$ cat src/rtl/vps_tlb.sv
module vps_tlb #(
  parameter int ENTRIES  = 32,
  parameter int ASID_W   = 8,
  parameter int ADDR_W   = 32,
  parameter int SIZE_W   = 3,
  parameter int MAX_SIZE = 6,
  localparam int IDX_W   = $clog2(ENTRIES),
  localparam int PFN_W   = ADDR_W - 12,
  localparam int VPN_W   = ADDR_W - 13
) (
  input  logic              clk,
  input  logic              rst_n,
  input  logic [ADDR_W-1:0] lk_va,
  input  logic [ASID_W-1:0] lk_asid,
  input  logic              lk_store,
  output logic [ADDR_W-1:0] lk_pa,
  output logic              lk_hit,
  output logic              lk_miss,
  output logic              lk_invalid,
  output logic              lk_modify,
  output logic              lk_multi,
  input  logic              wr_en,
  input  logic [IDX_W-1:0]  wr_idx,
  input  logic [VPN_W-1:0]  wr_vpn,
  input  logic [SIZE_W-1:0] wr_size,
  input  logic [ASID_W-1:0] wr_asid,
  input  logic              wr_global,
  input  logic [PFN_W-1:0]  wr_pfn_even,
  input  logic              wr_v_even,
  input  logic              wr_d_even,
  input  logic [PFN_W-1:0]  wr_pfn_odd,
  input  logic              wr_v_odd,
  input  logic              wr_d_odd,
  input  logic [IDX_W-1:0]  rd_idx,
  output logic [VPN_W-1:0]  rd_vpn,
  output logic [SIZE_W-1:0] rd_size,
  output logic [ASID_W-1:0] rd_asid,
  output logic              rd_global,
  output logic [PFN_W-1:0]  rd_pfn_even,
  output logic              rd_v_even,
  output logic              rd_d_even,
  output logic [PFN_W-1:0]  rd_pfn_odd,
  output logic              rd_v_odd,
  output logic              rd_d_odd
);

  logic [VPN_W-1:0]  vpn_q  [ENTRIES];
  logic [SIZE_W-1:0] size_q [ENTRIES];
  logic [ASID_W-1:0] asid_q [ENTRIES];
  logic              glb_q  [ENTRIES];
  logic [PFN_W-1:0]  pfe_q  [ENTRIES];
  logic [PFN_W-1:0]  pfo_q  [ENTRIES];
  logic [1:0]        v_q    [ENTRIES];
  logic [1:0]        d_q    [ENTRIES];

  always_ff @(posedge clk) begin
    if (!rst_n) begin
      for (int i = 0; i < ENTRIES; i++) begin
        vpn_q[i]  <= '0;
        size_q[i] <= '0;
        asid_q[i] <= '0;
        glb_q[i]  <= 1'b0;
        pfe_q[i]  <= '0;
        pfo_q[i]  <= '0;
        v_q[i]    <= '0;
        d_q[i]    <= '0;
      end
    end else if (wr_en) begin
      vpn_q[wr_idx]  <= wr_vpn;
      size_q[wr_idx] <= wr_size;
      asid_q[wr_idx] <= wr_asid;
      glb_q[wr_idx]  <= wr_global;
      pfe_q[wr_idx]  <= wr_pfn_even;
      pfo_q[wr_idx]  <= wr_pfn_odd;
      v_q[wr_idx]    <= {wr_v_odd, wr_v_even};
      d_q[wr_idx]    <= {wr_d_odd, wr_d_even};
    end
  end

  assign rd_vpn      = vpn_q[rd_idx];
  assign rd_size     = size_q[rd_idx];
  assign rd_asid     = asid_q[rd_idx];
  assign rd_global   = glb_q[rd_idx];
  assign rd_pfn_even = pfe_q[rd_idx];
  assign rd_pfn_odd  = pfo_q[rd_idx];
  assign rd_v_even   = v_q[rd_idx][0];
  assign rd_v_odd    = v_q[rd_idx][1];
  assign rd_d_even   = d_q[rd_idx][0];
  assign rd_d_odd    = d_q[rd_idx][1];

  logic [ENTRIES-1:0] match;
  logic [SIZE_W-1:0]  sz_c [ENTRIES];

  for (genvar g = 0; g < ENTRIES; g++) begin : g_slot
    logic [VPN_W-1:0] cmask;
    assign sz_c[g]  = (size_q[g] > SIZE_W'(MAX_SIZE)) ? SIZE_W'(MAX_SIZE) : size_q[g];
    assign cmask    = {VPN_W{1'b1}} << (2 * sz_c[g]);
    assign match[g] = (((vpn_q[g] ^ lk_va[ADDR_W-1:13]) & cmask) == '0)
                      && (glb_q[g] || (asid_q[g] == lk_asid));
  end

  logic [IDX_W-1:0] sel;
  always_comb begin
    sel = '0;
    for (int i = ENTRIES - 1; i >= 0; i--)
      if (match[i]) sel = IDX_W'(i);
  end

  logic              any;
  logic [5:0]        shamt;
  logic              half;
  logic [ADDR_W-1:0] offmask;
  logic [PFN_W-1:0]  pfn_sel;
  logic              v_sel, d_sel;

  assign any     = |match;
  assign shamt   = 6'd12 + {2'b0, sz_c[sel], 1'b0};
  assign half    = lk_va[shamt];
  assign offmask = ~({ADDR_W{1'b1}} << shamt);
  assign pfn_sel = half ? pfo_q[sel] : pfe_q[sel];
  assign v_sel   = v_q[sel][half];
  assign d_sel   = d_q[sel][half];

  assign lk_pa      = any ? (({pfn_sel, 12'b0} & ~offmask) | (lk_va & offmask)) : '0;
  assign lk_miss    = !any;
  assign lk_invalid = any && !v_sel;
  assign lk_modify  = any && v_sel && lk_store && !d_sel;
  assign lk_hit     = any && v_sel && !(lk_store && !d_sel);
  assign lk_multi   = |(match & (match - ENTRIES'(1)));

  a_r6_one_outcome: assert property (@(posedge clk) disable iff (!rst_n)
    $onehot({lk_hit, lk_miss, lk_invalid, lk_modify}));

  a_r6_modify_needs_store: assert property (@(posedge clk) disable iff (!rst_n)
    lk_modify |-> lk_store);

  a_r8_miss_zero_pa: assert property (@(posedge clk) disable iff (!rst_n)
    lk_miss |-> (lk_pa == '0));

  a_r4_offset_kept: assert property (@(posedge clk) disable iff (!rst_n)
    !lk_miss |-> (lk_pa[11:0] == lk_va[11:0]));

  a_r7_multi_has_match: assert property (@(posedge clk) disable iff (!rst_n)
    lk_multi |-> !lk_miss);

  a_r2_write_lands: assert property (@(posedge clk) disable iff (!rst_n)
    ($past(wr_en) && (rd_idx == $past(wr_idx))) |->
      ((rd_vpn == $past(wr_vpn)) && (rd_pfn_odd == $past(wr_pfn_odd))
       && (rd_size == $past(wr_size))));

endmodule

$ cat config.mk
export PLATFORM = sky130hd
export DESIGN_NAME = vps_tlb
export DESIGN_NICKNAME = d
export VERILOG_FILES = /design/src/rtl/vps_tlb.sv
export SDC_FILE = /design/constraint.sdc
export NUM_CORES = 2
export LEC_CHECK = 0
export BUFFER_PORTS_ARGS = -buffer_cell sky130_fd_sc_hd__buf_2
export CAP_MARGIN = 30
export CORE_MARGIN = 5
export CORE_UTILIZATION = 38
export DETAILED_ROUTE_END_ITERATION = 10
export PLACE_DENSITY_LB_ADDON = 0.25
export SLEW_MARGIN = 40
export SYNTH_ARGS = -nofsm -noshare
export SYNTH_HDL_FRONTEND = slang
export SYNTH_SLANG_ARGS = --single-unit
$ cat constraint.sdc
create_clock -name clk -period 19.1 [get_ports clk]
set_input_delay 5.73 -clock clk [delete_from_list [all_inputs] [get_ports clk]]
set_output_delay 5.73 -clock clk [all_outputs]
set_load 0.02 [all_outputs]
**Word level (Yosys, flattened, before mapping)**

Memory sizes are Yosys's and may differ from the RTL's.
Index checks and enable logic that the tools add are counted.
Widths: inputs -> output; s select.

- Register bits after elaboration: 0
- Bits in writable memories: 2400
- Output and inout port bits: 112
- Logic and storage cells: 400
- Memories: 8

- Add/subtract/negate cells: 2
- Order comparisons: 35
- Equal/unequal tests: 32
- Shifts and indexed selects: 33
- Muxes and demuxes: 103
- Bitwise logic cells: 71
- Reduce and logical (&&, ||, !) cells: 116

Memory list:

| memory | depth | width | rd ports | clocked after Yosys merged registers in | wr ports | RTL line | text |
|---|---|---|---|---|---|---|---|
| pfe_q | 32 | 20 | 2 | 0 | 32 | 51 | `logic [PFN_W-1:0] pfe_q [ENTRIES];` |
| pfo_q | 32 | 20 | 2 | 0 | 32 | 52 | `logic [PFN_W-1:0] pfo_q [ENTRIES];` |
| vpn_q | 32 | 19 | 33 | 0 | 32 | 47 | `logic [VPN_W-1:0] vpn_q [ENTRIES];` |
| asid_q | 32 | 8 | 33 | 0 | 32 | 49 | `logic [ASID_W-1:0] asid_q [ENTRIES];` |
| size_q | 32 | 3 | 33 | 0 | 32 | 48 | `logic [SIZE_W-1:0] size_q [ENTRIES];` |
| d_q | 32 | 2 | 2 | 0 | 32 | 54 | `logic [1:0] d_q [ENTRIES];` |
| 2 more memories | - | - | - | - | - | - |  |

Operators with widths:

| cell | count |
|---|---|
| $and 19x19->19 | 32 |
| $logic_not 19->1 | 32 |
| $shl 19x4->19 const A | 32 |
| $xor 19x19->19 | 32 |
| $eq 8x8->1 | 32 |
| $mux 5 | 40 |
| $mux 3 | 35 |
| $and 32x32->32 | 3 |
| $gt 3x3->1 const B | 32 |
| $not 32->32 | 2 |
| $reduce_or 32->1 | 2 |
| $mux 20 | 3 |
| $reduce_or 20->1 | 2 |
| $logic_and 1x1->1 | 38 |
| $logic_or 1x1->1 | 32 |
| $mux 32 | 1 |
| $or 32x32->32 | 1 |
| $shl 32x5->32 const A | 1 |
| $sub 32x1->32 const B | 1 |
| $mux 19 | 1 |
| $reduce_or 19->1 | 1 |
| $mux 1 | 18 |
| $bmux 3 s5 | 1 |
| $mux 8 | 1 |
| 12 further kinds | 17 |

**Longest topological paths before layout**

An unclocked memory read counts as a cell.

- Depth in word-level cells: 52
- Depth in mapped cells: 35
- Depth with buffers taken out: 22

**Worst setup path before layout**

No wires, ideal clock.

- Path kind: input -> output
- Start point: in lk_va[14]
- End point: out lk_modify
- Data arrival time: 12784 ps
- Required time: 13370 ps
- Slack: 586 ps
- Cell stages on the path: 28
- Cell sequence: buf_2 -> xnor2_1 -> a21oi_1 -> or3_1 -> a2111oi_2 -> nor2_1 -> a2111oi_0 -> a31o_1 -> buf_4 -> buf_2 -> buf_2 -> clkbuf_1 -> buf_2 -> buf_1 -> buf_1 -> mux2i_1 -> nand2_1 -> a31oi_1 -> mux2i_1 -> mux2i_1 -> ha_1 -> mux4_2 -> mux2_4 -> o22ai_4 -> buf_6 -> mux2i_1 -> o2111a_1 -> nor3b_1

- Longest elaborated chain between the ends: 48

Ends and longest elaborated chain:

| item | RTL line | text |
|---|---|---|
| start, declared | 13 | `input logic [ADDR_W-1:0] lk_va,` |
| $xor 19x19->19 | 98 | `assign match[g] = (((vpn_q[g] ^ lk_va[ADDR_W-1:13]) & cmask) == '0)` |
| $and 19x19->19 | 98 |  |
| $logic_not 19->1 | 98 |  |
| $logic_and 1x1->1 | 99 | `&& (glb_q[g] \|\| (asid_q[g] == lk_asid));` |
| $mux 5 (32 in series) | 106 | `if (match[i]) sel = IDX_W'(i);` |
| $not 5->6 (not written as such) | 117 | `assign shamt = 6'd12 + {2'b0, sz_c[sel], 1'b0};` |
| $bmux 3 s5 | 117 |  |
| $mux 3 (not written as such) (2 in series) | 117 |  |
| $add 4x4->5 | 117 |  |
| $bmux 1 s5 | 118 | `assign half = lk_va[shamt];` |
| $mux 1 (not written as such) | 118 |  |
| $mux 1 (not written as such) (2 in series) | 121 | `assign v_sel = v_q[sel][half];` |
| $logic_and 1x1->1 (2 in series) | 127 | `assign lk_modify = any && v_sel && lk_store && !d_sel;` |
| $logic_and 1x1->1 (*) | 127 |  |
| end, declared | 20 | `output logic lk_modify,` |

Every way passes the cells marked *; elsewhere a longest branch is shown, timed or not. The select of a mux whose other input is x is not followed.

**Worst setup path after layout**

- Start point: in lk_asid[0]
- End point: out lk_pa[27]

- Longest elaborated chain between the ends: 46

Ends and longest elaborated chain:

| item | RTL line | text |
|---|---|---|
| start, declared | 14 | `input logic [ASID_W-1:0] lk_asid,` |
| $eq 8x8->1 | 99 |  |
| $logic_or 1x1->1 | 99 |  |
| $logic_and 1x1->1 | 99 |  |
| $mux 5 (32 in series) | 106 |  |
| $not 5->6 (not written as such) | 117 |  |
| $bmux 3 s5 | 117 |  |
| $mux 3 (not written as such) (2 in series) | 117 |  |
| $add 4x4->5 | 117 |  |
| $bmux 1 s5 / $shl 32x5->32 (equally long branches) | 118, 119 |  |
| $mux 1 (not written as such) / $not 32->32 (equally long branches) | 118, 119 |  |
| $mux 20 / $not 32->32 (equally long branches) | 120, 124 |  |
| $and 32x32->32 | 124 | `assign lk_pa = any ? (({pfn_sel, 12'b0} & ~offmask) \| (lk_va & offmask)) : '0;` |
| $or 32x32->32 | 124 |  |
| $mux 32 (*) | 124 |  |
| end, declared | 16 | `output logic [ADDR_W-1:0] lk_pa,` |

Marks and branches as above.

==> impl_metrics.toml <==
[clocking]
clock-sinks = 2400
path_clk_slew_ns = 0.06
h-tree-depth = 5
clockBufferDepth = 4
cts-root-buf = "clkbuf_16"
cts_hold_buf = 0
postCtsSetupBuffers = 0
cts_tree = "yes"
numCtsBuffers = 282
worstSkewPairLatency_ns = 0.90

[detailed_routing]
drt.antenna.violating_nets = 2
drcViolationCount = 0
first_pass_iters = 6
drt_iter0_drc = 14500
wl_per_cell_um = 36.9
viasPerCell = 6.24
wl_um = 572000
vias = 96500

[synthesis]
synth_compound_area_frac = 0.0636
synthAdderAreaFrac = 0.000351
ys.flop_type = "edfxtp_1"
yosys.area_share.simple = 0.160
synth_seq_cells = 2400
synth_fp_nets = 10700
synth-edff-count = 2368
synth_xor_area_frac = 0.0559
async_reset_ff_frac = 0
ys_types = 88
synthMuxAreaShare = 0.156
syn-cell-area_mm2 = 0.135
netlist_instances = 10500
ys_seq_area_frac = 0.530
synth_area_per_cell_um2 = 12.8
yosysWarnings = 0
synth_top_family_by_area = "simple AND/OR/NAND/NOR gates"

[timing]
slew_viol_final = 0
fmax_mhz = 52.6
finalCritPeriodShare = 0.995
holdWs_ns = 0.488
setup_viol = 0
slew_headroom = 0.171
final_hold_viol_count = 0
period_minus_slack_ns = 19.00
tightest_slew_ns = 1.24
skew_ns = 0
worst_slack_ns = 0.0962

[critical_path]
cp_slowest_cell = "nor4_1"
crit_type = "primary input to output port"
required_ns = 13.37
crit_top_cell = "buf_4"
end_kind = "output port"
cp_max_fo = 32
crit_path_start_kind = "primary input"
cpPeakStageDelay_ns = 0.68
cp.arrival_ns = 13.27

[floorplanning]
core_region_area_mm2 = 0.355
dieArea_mm2 = 0.368
rows = 219
ios = 241
fp.dieH_um = 607
initial_core_util = 0.381
die_w_um = 607

[job]
drv_cap = 0

[final_layout]
fill_cells = 32300
regArea_mm2 = 0.0717
final_cell_mix = "and2_1 (2652), edfxtp_1 (2368), mux4_2 (755), nand2_1 (745), a211oi_1 (482)"
area_growth_pct = 12.7
drive_gt1_frac = 0.193
multi_input_area_mm2 = 0.0600
nNetsFinal = 10600
fin_area_mm2 = 0.153
layout_commonest_cell = "and2_1"
fin_util = 0.429

[power_and_ir_drop]
pwr-share-comb = 0.117
vdd_drop_max_mv = 0.0741
power_leakage_nw = 53.3
switching_share = 0.263
power_frac_clock = 0.404
p_switching_mw = 3.45
intPower_mw = 9.68
power.density_mw_per_mm2 = 86.0
seq_power_share = 0.479

[placement]
place_hpwl_um = 352000
gp_congestion = 0.985
pre_cts_slack_ns = -0.593
io_buffers = 240
dpl_cell_area_mm2 = 0.143

[global_routing]
grt_pass1_vias = 94400
grtUsageTotal = 0.302
grt.overflow.total = 0
grt_first_pass_wirelength_um = 780000
grt_max_degree = 145
antenna_found_initial = 103

[status]
violations = "antenna violations"
status = "complete, but fails checks"

[hold_path]
hold_path.class = "flop to flop"
## registers in the layout (all words and copies together) (netlist names)
signal	count
pfe_q	640
pfo_q	640
vpn_q	608
asid_q	256
size_q	96
d_q	64
v_q	64
glb_q	32
## stage by stage
stage               total power [mW]   TNS, ns  cells
floorplan                       7.22         0  10500
CTS                             13.1         0  15400
detailed placement              7.89     -3.41  14900
global route                    13.4  -0.00972  15400
global placement                7.86    -12.46  14900
finish                          13.1         0  15500
## cells in the mapped netlist, drive strengths merged, types with 14 or more instances
master / number / area [µm²]
o21ai: 126 / 634
mux2i: 306 / 3060
a21oi: 108 / 541
nor2: 84 / 315
a31oi: 184 / 1150
and3: 33 / 206
buf: 260 / 1420
clkbuf: 820 / 3080
a211o: 32 / 280
a2111oi: 17 / 161
nand4: 58 / 363
a22oi: 18 / 135
mux2: 94 / 1060
nor3: 37 / 185
dfxtp: 32 / 641
nand3: 44 / 220
nand2b: 14 / 87.6
xnor2: 427 / 3740
mux4: 755 / 17000
a311oi: 74 / 648
nand2: 746 / 2800
or2: 16 / 100
a211oi: 488 / 3670
o21bai: 23 / 173
inv: 22 / 82.6
nor4: 83 / 532
and2: 2652 / 16600
edfxtp: 2368 / 71100
xor2: 437 / 3830
## routing by layer
metal / vias up / track usage / wire length [µm]
met5: - / 0 / 246
met4: 38 / 0.148 / 31900
met3: 1364 / 0.0637 / 60000
met2: 6388 / 0.475 / 263000
met1: 50000 / 0.398 / 217000
li1: 38700 / - / -
## cell families (layout without fill, tap and decap cells)
logic type               after synthesis  after routing
adder cells (fa/ha/maj)                4              4
other                                  0             53
multiplexers                        1155           1155
XOR/XNOR                             864            864
AO/OA/AOI/OAI                       1209           1210
flip-flops                          2400           2400
AND/OR/NAND/NOR                     3811           3811
buffers and inverters               1102           1225
## layout make-up
| cell class | instances | share of cell area |
|---|---|---|
| Timing Repair Buffer | 704 | 0.0392 |
| Tap cell | 4751 | 0.0390 |
| Clock inverter | 127 | 0.00723 |
| Antenna cell | 53 | 0.000869 |
| Multi-Input combinational cell | 7044 | 0.393 |
| Sequential cell | 2400 | 0.470 |
| Clock buffer | 372 | 0.0498 |
| Inverter | 22 | 0.000541 |
## worst paths after layout
kind,start,end,slack (ns),depth (start not counted)
worst max register to register,glb_q[15]$_DFF_P_,glb_q[15]$_DFF_P_,18.25,2
worst min register to register,glb_q[24]$_DFF_P_,glb_q[24]$_DFF_P_,0.49,2
worst min-delay path,glb_q[24]$_DFF_P_,glb_q[24]$_DFF_P_,0.49,2
worst max-delay path,lk_asid[0],lk_pa[27],0.1,32
## worst max-delay path: cells and delay by family
kind | cells | cell delay, ns
compound gates | 13 | 3.15
xor+xnor | 1 | 0.21
simple gates | 3 | 1.32
fa+ha+maj | 1 | 0.29
mux | 4 | 0.75
buf+inv | 10 | 1.76
## power by group through the flow
stage	clock network (mW)	registers [mW]	logic, mW
5_1_grt	5.56	6.30	1.58
3_3_place_gp	0	6.36	1.50
3_5_place_dp	0	6.38	1.51
2_1_floorplan	0	6.34	0.883
6_report	5.30	6.29	1.54
4_1_cts	5.34	6.27	1.52
## repair_timing
item,in CTS,in global routing
endpoints found under the setup margin,19,19
pin swaps,0,1
gates cloned,0,1
gates resized for setup,18,24
Power figures use the tool's default switching activity.
